`config.mk`:
```
export PLATFORM = sky130hd
export DESIGN_NAME = tir_router
export DESIGN_NICKNAME = d
export VERILOG_FILES = /design/src/rtl/tir_pkg.sv /design/src/rtl/tir_chan.sv /design/src/rtl/tir_legacy.sv /design/src/rtl/tir_line_map.sv /design/src/rtl/tir_router.sv
export SDC_FILE = /design/constraint.sdc
export NUM_CORES = 1
export LEC_CHECK = 0
export BUFFER_PORTS_ARGS = -buffer_cell sky130_fd_sc_hd__buf_2
export CORE_UTILIZATION = 25
export CTS_CLUSTER_DIAMETER = 80
export CTS_CLUSTER_SIZE = 24
export DETAILED_ROUTE_END_ITERATION = 10
export GPL_TIMING_DRIVEN = 0
export HOLD_SLACK_MARGIN = 0.12
export PLACE_DENSITY = 0.48
export SETUP_SLACK_MARGIN = 0.2
export SYNTH_ARGS = -nofsm -noshare
export SYNTH_HDL_FRONTEND = slang
export SYNTH_SLANG_ARGS = --single-unit
```
`constraint.sdc`:
```
create_clock -name clk -period 1.7 [get_ports clk]
set_clock_uncertainty 0.05 [all_clocks]
set_input_delay 0.51 -clock clk [delete_from_list [all_inputs] [get_ports clk]]
set_output_delay 0.51 -clock clk [all_outputs]
set_load 0.005 [all_outputs]
```
`src/rtl/tir_pkg.sv`:
```
package tir_pkg;

   // Signalling kind selected by a timer's level bit
   typedef enum logic {
      SIG_EDGE  = 1'b0,
      SIG_LEVEL = 1'b1
   } tir_sig_e;

   // Registered snapshot of a channel's activity
   typedef struct packed {
      logic stat;
      logic pulse;
      logic msg;
   } tir_act_s;

   // Physical level of a line from its logical assertion
   function automatic logic tir_phys(input logic asserted, input logic low_act);
      return low_act ? ~asserted : asserted;
   endfunction

endpackage

```
`src/rtl/tir_chan.sv`:
```
module tir_chan
   import tir_pkg::*;
#(
   parameter int ROUTE_W  = 5,
   parameter int CHAN_IDX = 0,
   parameter int LEG_A    = 0,
   parameter int LEG_B    = 8
) (
   input  logic               clk,
   input  logic               rst_n,
   input  logic               glb_en,
   input  logic               leg_q,
   input  logic               tmr_en,
   input  logic               lvl,
   input  logic               msg_en,
   input  logic [ROUTE_W-1:0] route,
   input  logic               fire,
   input  logic               clr,
   output logic               drive,
   output logic [ROUTE_W-1:0] eff_route,
   output logic               stat_o,
   output logic               msg_o
);

   tir_act_s          act_q, act_d;
   logic [ROUTE_W-1:0] route_q;
   logic              en_ok;
   logic              kill;
   tir_sig_e          sig;

   assign sig   = tir_sig_e'(lvl);
   assign en_ok = glb_en & tmr_en;
   assign kill  = clr | ~en_ok | msg_en;

   always_comb begin
      act_d       = act_q;
      act_d.pulse = fire & ~kill & (sig == SIG_EDGE);
      act_d.msg   = fire & en_ok & msg_en & ~clr;
      if (kill)
         act_d.stat = 1'b0;
      else if (fire)
         act_d.stat = (sig == SIG_LEVEL);
   end

   always_ff @(posedge clk) begin
      if (!rst_n) begin
         act_q   <= '0;
         route_q <= '0;
      end else begin
         act_q   <= act_d;
         route_q <= route;
      end
   end

   // Legacy override applies only to the first two channels
   generate
      if (CHAN_IDX == 0) begin : g_leg_a
         assign eff_route = leg_q ? ROUTE_W'(LEG_A) : route_q;
      end else if (CHAN_IDX == 1) begin : g_leg_b
         assign eff_route = leg_q ? ROUTE_W'(LEG_B) : route_q;
      end else begin : g_plain
         assign eff_route = route_q;
      end
   endgenerate

   assign drive  = act_q.stat | act_q.pulse;
   assign stat_o = act_q.stat;
   assign msg_o  = act_q.msg;

endmodule

```
`src/rtl/tir_legacy.sv`:
```
module tir_legacy (
   input  logic clk,
   input  logic rst_n,
   input  logic legacy,
   input  logic pit_in,
   input  logic rtc_in,
   output logic leg_q,
   output logic pit_q,
   output logic rtc_q,
   output logic pit_en
);

   always_ff @(posedge clk) begin
      if (!rst_n) begin
         leg_q <= 1'b0;
         pit_q <= 1'b0;
         rtc_q <= 1'b0;
      end else begin
         leg_q <= legacy;
         pit_q <= pit_in;
         rtc_q <= rtc_in;
      end
   end

   assign pit_en = ~leg_q;

endmodule

```
`src/rtl/tir_line_map.sv`:
```
module tir_line_map
   import tir_pkg::*;
#(
   parameter int NUM_TMR   = 3,
   parameter int NUM_LINES = 24,
   parameter int ROUTE_W   = 5,
   parameter int LOW_FROM  = 16,
   parameter int LEG_A     = 0,
   parameter int LEG_B     = 8
) (
   input  logic [NUM_TMR-1:0]         drive,
   input  logic [NUM_TMR*ROUTE_W-1:0] eff_route,
   input  logic                       leg_q,
   input  logic                       pit_q,
   input  logic                       rtc_q,
   output logic [NUM_LINES-1:0]       lines
);

   for (genvar l = 0; l < NUM_LINES; l++) begin : g_line
      logic hit;
      logic pass;

      always_comb begin
         hit = 1'b0;
         for (int t = 0; t < NUM_TMR; t++) begin
            if (drive[t] && eff_route[t*ROUTE_W +: ROUTE_W] == ROUTE_W'(l))
               hit = 1'b1;
         end
      end

      if (l == LEG_A) begin : g_pit
         assign pass = ~leg_q & pit_q;
      end else if (l == LEG_B) begin : g_rtc
         assign pass = ~leg_q & rtc_q;
      end else begin : g_none
         assign pass = 1'b0;
      end

      if (l >= LOW_FROM) begin : g_low
         assign lines[l] = tir_phys(hit | pass, 1'b1);
      end else begin : g_high
         assign lines[l] = tir_phys(hit | pass, 1'b0);
      end
   end

endmodule

```
`src/rtl/tir_router.sv`:
```
module tir_router #(
   parameter int NUM_TMR   = 3,
   parameter int NUM_LINES = 24,
   parameter int ROUTE_W   = 5,
   parameter int LOW_FROM  = 16,
   parameter int LEG_A     = 0,
   parameter int LEG_B     = 8
) (
   input  logic                       clk,
   input  logic                       rst_n,
   input  logic                       glb_en_i,
   input  logic                       legacy_i,
   input  logic [NUM_TMR-1:0]         tmr_en_i,
   input  logic [NUM_TMR-1:0]         lvl_i,
   input  logic [NUM_TMR-1:0]         msg_en_i,
   input  logic [NUM_TMR*ROUTE_W-1:0] route_i,
   input  logic [NUM_TMR-1:0]         fire_i,
   input  logic [NUM_TMR-1:0]         clr_i,
   input  logic                       pit_in_i,
   input  logic                       rtc_in_i,
   output logic [NUM_LINES-1:0]       irq_o,
   output logic [NUM_TMR-1:0]         status_o,
   output logic [NUM_TMR-1:0]         msg_req_o,
   output logic                       pit_en_o
);

   localparam int ROUTE_SPAN = 1 << ROUTE_W;

   // Elaboration-time parameter checks
   if (NUM_TMR < 2) begin : g_bad_tmr
      $error("tir_router: NUM_TMR must be at least 2");
   end
   if (LEG_A >= NUM_LINES || LEG_B >= NUM_LINES || LEG_A == LEG_B) begin : g_bad_leg
      $error("tir_router: legacy lines must be distinct and inside NUM_LINES");
   end
   if (LEG_A >= ROUTE_SPAN || LEG_B >= ROUTE_SPAN) begin : g_bad_rw
      $error("tir_router: ROUTE_W too narrow for legacy lines");
   end
   if (LOW_FROM > NUM_LINES) begin : g_bad_low
      $error("tir_router: LOW_FROM beyond NUM_LINES");
   end

   logic                       leg_q, pit_q, rtc_q;
   logic [NUM_TMR-1:0]         drive;
   logic [NUM_TMR*ROUTE_W-1:0] eff_route;

   tir_legacy u_leg (
      .clk    (clk),
      .rst_n  (rst_n),
      .legacy (legacy_i),
      .pit_in (pit_in_i),
      .rtc_in (rtc_in_i),
      .leg_q  (leg_q),
      .pit_q  (pit_q),
      .rtc_q  (rtc_q),
      .pit_en (pit_en_o)
   );

   for (genvar t = 0; t < NUM_TMR; t++) begin : g_chan
      tir_chan #(
         .ROUTE_W  (ROUTE_W),
         .CHAN_IDX (t),
         .LEG_A    (LEG_A),
         .LEG_B    (LEG_B)
      ) u_chan (
         .clk       (clk),
         .rst_n     (rst_n),
         .glb_en    (glb_en_i),
         .leg_q     (leg_q),
         .tmr_en    (tmr_en_i[t]),
         .lvl       (lvl_i[t]),
         .msg_en    (msg_en_i[t]),
         .route     (route_i[t*ROUTE_W +: ROUTE_W]),
         .fire      (fire_i[t]),
         .clr       (clr_i[t]),
         .drive     (drive[t]),
         .eff_route (eff_route[t*ROUTE_W +: ROUTE_W]),
         .stat_o    (status_o[t]),
         .msg_o     (msg_req_o[t])
      );
   end

   tir_line_map #(
      .NUM_TMR   (NUM_TMR),
      .NUM_LINES (NUM_LINES),
      .ROUTE_W   (ROUTE_W),
      .LOW_FROM  (LOW_FROM),
      .LEG_A     (LEG_A),
      .LEG_B     (LEG_B)
   ) u_map (
      .drive     (drive),
      .eff_route (eff_route),
      .leg_q     (leg_q),
      .pit_q     (pit_q),
      .rtc_q     (rtc_q),
      .lines     (irq_o)
   );

endmodule

```
=== Yosys cells after proc, flatten, opt, wreduce, memory -nomap -nowiden ===
Index checks and enable logic that the tools add are counted.

* Bits of input ports: 36
* Output and inout port bits: 31
* Logic and storage cells: 289
* Flip-flop bits (word level): 27

* Mux-type cells: 74
* Eq/ne operators: 69
* Reductions and logical operators: 78
* Bitwise gates (word level): 53

{| class="wikitable"
|+ Operators by type and width
! operator !! count
|-
| $eq A5 B4 Y1 const B || 24
|-
| $eq A5 B5 Y1 const B || 24
|-
| $logic_and A1 B1 Y1 || 72
|-
| $mux W1 || 72
|-
| $eq A5 B3 Y1 const B || 12
|-
| $eq A5 B2 Y1 const B || 6
|-
| $not A1 Y1 || 22
|-
| $and A1 B1 Y1 || 20
|-
| $eq A5 B1 Y1 const B || 3
|-
| $logic_not A5 Y1 || 3
|-
| $or A1 B1 Y1 || 11
|-
| $mux W5 || 2
|-
| $reduce_or A2 Y1 || 3
|}

=== Longest topological paths before layout ===
* Depth after elaboration: 7
* Depth in mapped cells: 6
* Gate-level depth less buffers: 3

=== Hierarchy ===
Synthesis repeated with hierarchy kept, for this count alone.

* Cells, all modules: 219
* Area, all modules: 1859.3 sq um

{| class="wikitable"
|+ By module, submodules not included
! module !! cells each !! area each (sq um) !! instances !! sequential area each (sq um)
|-
| tir_line_map || 142 || 944.7 || 1 || 0.0
|-
| tir_chan (g_chan[0].u_chan ...) || 25 || 287.8 || 2 || 160.2
|-
| tir_chan (g_chan[2].u_chan) || 20 || 256.5 || 1 || 160.2
|-
| tir_legacy || 7 || 82.6 || 1 || 60.1
|}

=== Worst setup path after synthesis ===
OpenSTA, ideal clock, no wires.

* Path type: reg-to-output
* From: reg u_leg.leg_q
* To: out irq_o[10]
* Path slack: -105 ps
* Buffers on the path: 3
* Stages on the path, launching flop included: 7
* Data arrival time: 1245 ps
* Data required time: 1140 ps
* Path through: dfxtp_1 buf_6 buf_6 nor4b_4 nand2_2 o221ai_2 buf_4

* Longest elaborated chain between the ends: 6
* Elaborated cells on any way between the ends: 9
* Those cells by class: eq/ne: 2; mux: 5; reduce/logical: 2

{| class="wikitable"
|+ RTL lines
! item !! line !! RTL
|-
| start: declaration || tir_legacy.sv:7 || <nowiki>output logic leg_q,</nowiki>
|-
| start signal: assignment || tir_legacy.sv:19 || <nowiki>leg_q <= legacy;</nowiki>
|-
| $mux W5 || tir_chan.sv:58 || <nowiki>assign eff_route = leg_q ? ROUTE_W'(LEG_A) : route_q;</nowiki>
|-
| $eq A5 B4 Y1 || tir_line_map.sv:26 || <nowiki>if (drive[t] && eff_route[t*ROUTE_W +: ROUTE_W] == ROUTE_W'(l))</nowiki>
|-
| $logic_and A1 B1 Y1 || tir_line_map.sv:26 ||
|-
| $mux W1 || tir_line_map.sv:26 ||
|-
| $mux W1 (*) (2 in series) || tir_line_map.sv:26 ||
|-
| end: declaration || tir_router.sv:21 || <nowiki>output logic [NUM_LINES-1:0] irq_o,</nowiki>
|}

Every way passes the cells marked *; elsewhere a longest branch is shown, timed or not.

=== Worst setup path in the final report ===
* From: reg u_leg.leg_q
* To: out irq_o[14]

The elaborated chain is that of the path after synthesis.

==> reports/summary.txt <==
CRITICAL PATH
-------------------------------------------------------------------------------------
Launch point of the worst reg-to-reg path .............................. g_chan[0].u_chan.stat_o
Buffers plus inverters on the worst setup path .........................            4
Crit path required time ................................................      1140 ps
Kind of launch point of the worst setup path ...........................    flip-flop
Classification of the worst setup path ................................. flip-flop to primary output
Largest delay contributor family on the critical path .................. buffers and inverters
Critical path origin ...................................................  u_leg.leg_q
Critical Path End Type ................................................. primary output
Arrival time reported for the critical path endpoint ...................      1750 ps
Highest cell delay on the worst timing path ............................       340 ps
Maximum fanout count along the critical path ...........................           10
Master of the slowest instance on the critical path ....................      dfxtp_2
Crit path cell chain ................................................... buf_12 -> buf_8 -> nor3b_4 -> o211ai_1 -> o221ai_1 -> buf_4 -> buf_6

STA
-------------------------------------------------------------------------------------
Final Hold Vio Count ...................................................            0
Max-Slew Margin vs Limit ...............................................        69.0%
Tcrit/Tclk final .......................................................         136%
Final setup violating endpoints ........................................           24
Post-layout worst setup margin .........................................      -612 ps
Number of max-slew violations in the final report ......................            0
Worst slack on hold paths ..............................................       360 ps
Setup repair after global routing missed its margin ....................         true
Worst Max-Slew Pin Slew ................................................       465 ps
Achievable clock frequency .............................................      433 MHz
Final worst path period need ...........................................      2310 ps

FINISH
-------------------------------------------------------------------------------------
Layout fillers .........................................................          713
Most common library cell in the layout ignoring fill and taps ..........        buf_2
N_diodes ...............................................................            0
Total Nets Final .......................................................          320
Growth of design area from synthesis to finish .........................        45.7%
Sequential cell area ...................................................      553 um2
Fin cells ..............................................................          379
Most frequent cells in the layout ...................................... 61 x buf_2, 31 x buf_4, 19 x and2_1, 19 x dfxtp_1, 11 x nand3_1
Post-layout utilization of the core ....................................        38.3%
Share of cells above drive strength 1 ..................................        55.1%
Multi-input gate area ..................................................  0.00121 mm2

SYNTHESIS
-------------------------------------------------------------------------------------
Warnings, synthesis ....................................................            0
Netlist cell types .....................................................           45
Top flip-flop cell by instance count after synthesis ...................      dfxtp_1
Summed instance area of the synthesized netlist ........................  0.00181 mm2
Net count of the mapped netlist ........................................          240
Syn_area_per_cell ......................................................     8.85 um2
Fraction of the yosys area taken by sequential cells ...................        29.9%
Async set or reset register ratio after synthesis ......................           0%
Number of cells produced by synthesis ..................................          204
EDFF count, synth ......................................................            0
Flip-flop and latch count after synthesis ..............................           27

FLOORPLAN
-------------------------------------------------------------------------------------
Core ar. ...............................................................  0.00687 mm2
Row cnt ................................................................           30
Total I/O pin count ....................................................           67
Total Die Area .........................................................  0.00757 mm2
Horizontal die dimension ...............................................      87.0 um
Initial Util ...........................................................        26.3%
Chip Height ............................................................      87.0 um

CLOCK TREE
-------------------------------------------------------------------------------------
CTS tree ...............................................................          yes
Insertion delay of the later-clocked pin in the worst-skew pair ........       260 ps
Number of levels in the clock H-tree ...................................            1
Largest buffer count on any clock path .................................            2
Clock-pin slew on the worst setup and hold paths .......................        90 ps
CTS root buf ...........................................................     clkbuf_8
CTS Hold Buffers Added .................................................            0
Total CTS buffers ......................................................            3
Clk sink count .........................................................           27

DRT
-------------------------------------------------------------------------------------
Routed wire length .....................................................      5.63 mm
DRC violations left ....................................................            0
Pre-antenna DRT Iters ..................................................            4
Post-detailed-route via-to-cell ratio ..................................         4.93
Drt wl/cell ............................................................      14.9 um
Count of routing violations after the opening detailed-route iteration .          110
Count of vias placed by the detailed router ............................         1867
Antenna-violating nets left ............................................            0

PLACE
-------------------------------------------------------------------------------------
Routability congestion estimate ........................................        0.917
Final HPWL DP ..........................................................      4.45 mm
Dpl cells ..............................................................          366
Port Buffer Count ......................................................           66

OUTCOME
-------------------------------------------------------------------------------------
Violated checks ........................................................ negative setup slack
Run status ............................................................. finished, violations left

GLOBAL ROUTE
-------------------------------------------------------------------------------------
Largest net degree at the start of global routing ......................           15
Global route total overflow ............................................            0
Wire length of the first global-routing pass ...........................      8.90 mm
Number of antenna violations at the first check in global routing ......            0
Tot GR Track Use .......................................................        15.3%
Number of global-route vias before repair ..............................         1792

PWR
-------------------------------------------------------------------------------------
Switching share of power ...............................................        27.1%
Cell Pwr Density .......................................................   493 mW/mm2
Portion of total power attributed to the clock network .................        28.0%
Net switching component of the power ...................................     0.352 mW
Internal portion of total power ........................................     0.945 mW
Register share of total power ..........................................        52.9%
Total power draw .......................................................      1.30 mW
Static leakage power ...................................................      1.07 nW
Combinational power share ..............................................        19.1%
Worst voltage drop across the vdd grid .................................     0.287 mV

HOLD PATH
-------------------------------------------------------------------------------------
Launch instance of the worst min-delay path ............................  msg_en_i[2]
Worst hold path class .................................................. input pin to flip-flop

RUN
-------------------------------------------------------------------------------------
Number of max-capacitance violations reported ..........................            0

==> registers in the layout, summed over array words and instances, names as in the netlist <==
| register | cells |
|---|---|
| g_chan.u_chan.act_q | 3 |
| g_chan.u_chan.eff_route | 5 |
| g_chan.u_chan.msg_o | 3 |
| g_chan.u_chan.route_q | 10 |
| g_chan.u_chan.stat_o | 3 |
| u_leg.leg_q | 1 |
| u_leg.pit_q | 1 |
| u_leg.rtc_q | 1 |
==> through the flow <==
stage	setup WS, ps	TNS [ps]	cell area, um2
CTS	-623	-12900	2530
global route	-731	-15130	2630
finish	-612	-12830	2630
floorplan	-65.6	-262	1880
global placement	-409	-6890	2330
detailed placement	-416	-6790	2330
==> logic make-up (layout without fill, tap and decap cells) <==
kind of cell / count (synthesis) / count (layout) / share of synthesized area, %
buffers and inverters: 33 / 112 / 12.1
DFF: 27 / 27 / 29.9
muxes: 3 / 3 / 1.66
and+or+nand+nor: 105 / 105 / 38.0
AOI/OAI and AO/OA: 36 / 36 / 18.2
==> path summary, 6_finish.rpt <==
path,cells past startpoint,slack (ps),to
max reg2reg,2,940,g_chan[0].u_chan.stat_o
max,7,-610,irq_o[14]
min reg2reg,2,510,g_chan[2].u_chan.stat_o
min,2,360,g_chan[2].u_chan.stat_o
==> layout make-up <==
class,count,share of cell area [%]
clock buffer,4,1.71
inverter,3,0.523
tap,96,4.56
timing repair buffer,76,16.8
multi-input combinational,144,46.1
buffer,29,9.22
sequential,27,21.0
==> metal layers <==
metal	GRT usage, %	vias up	share of wire (%)
met5	0	-	0
met2	22.9	85	42
met4	8.94	0	4.4
met3	2.46	18	5.9
li1	-	918	-
met1	20.6	846	47
==> repair_timing <==
action                                  4_1_cts  5_1_grt
setup buffers                                 8        2
pin swaps                                    13       17
endpoints found under the hold margin         0        0
endpoints found under the setup margin       25       38
resized for setup                            29       25
==> power by group through the flow <==
| stage | sequential (mW) | clock [mW] | combinational [mW] |
|---|---|---|---|
| after floorplan | 0.691 | 0 | 0.124 |
| after global placement | 0.697 | 0 | 0.206 |
| after detailed placement | 0.697 | 0 | 0.206 |
| after CTS | 0.686 | 0.381 | 0.236 |
| after global routing | 0.691 | 0.416 | 0.268 |
| final | 0.687 | 0.363 | 0.248 |
==> synth_stat cells, types with 2 or more instances <==
master / count / area [um2]
dfxtp_1: 27 / 541
buf_4: 20 / 150
and2_1: 19 / 119
nand3_1: 15 / 75.1
nor2_1: 10 / 37.5
nor3_1: 8 / 40.0
o211ai_1: 8 / 60.1
o221ai_1: 8 / 70.1
nand4_1: 6 / 37.5
and3_1: 5 / 31.3
nand2_1: 5 / 18.8
buf_2: 4 / 20.0
clkbuf_1: 4 / 15.0
nor2b_1: 4 / 25.0
nor3b_1: 4 / 30.0
a221oi_2: 3 / 45.0
and4b_1: 3 / 30.0
mux2i_1: 3 / 30.0
nand3b_1: 3 / 22.5
nand4b_1: 3 / 26.3
nor3b_2: 3 / 37.5
nor4_1: 3 / 18.8
nor4b_1: 3 / 26.3
o21ai_0: 3 / 15.0
a211oi_1: 2 / 15.0
a222oi_1: 2 / 20.0
a32oi_1: 2 / 17.5
and3b_1: 2 / 17.5
buf_6: 2 / 22.5
inv_1: 2 / 7.51
nand2b_1: 2 / 12.5
o21ba_2: 2 / 20.0
o221ai_2: 2 / 30.0
(Power assumes the default switching activity.)
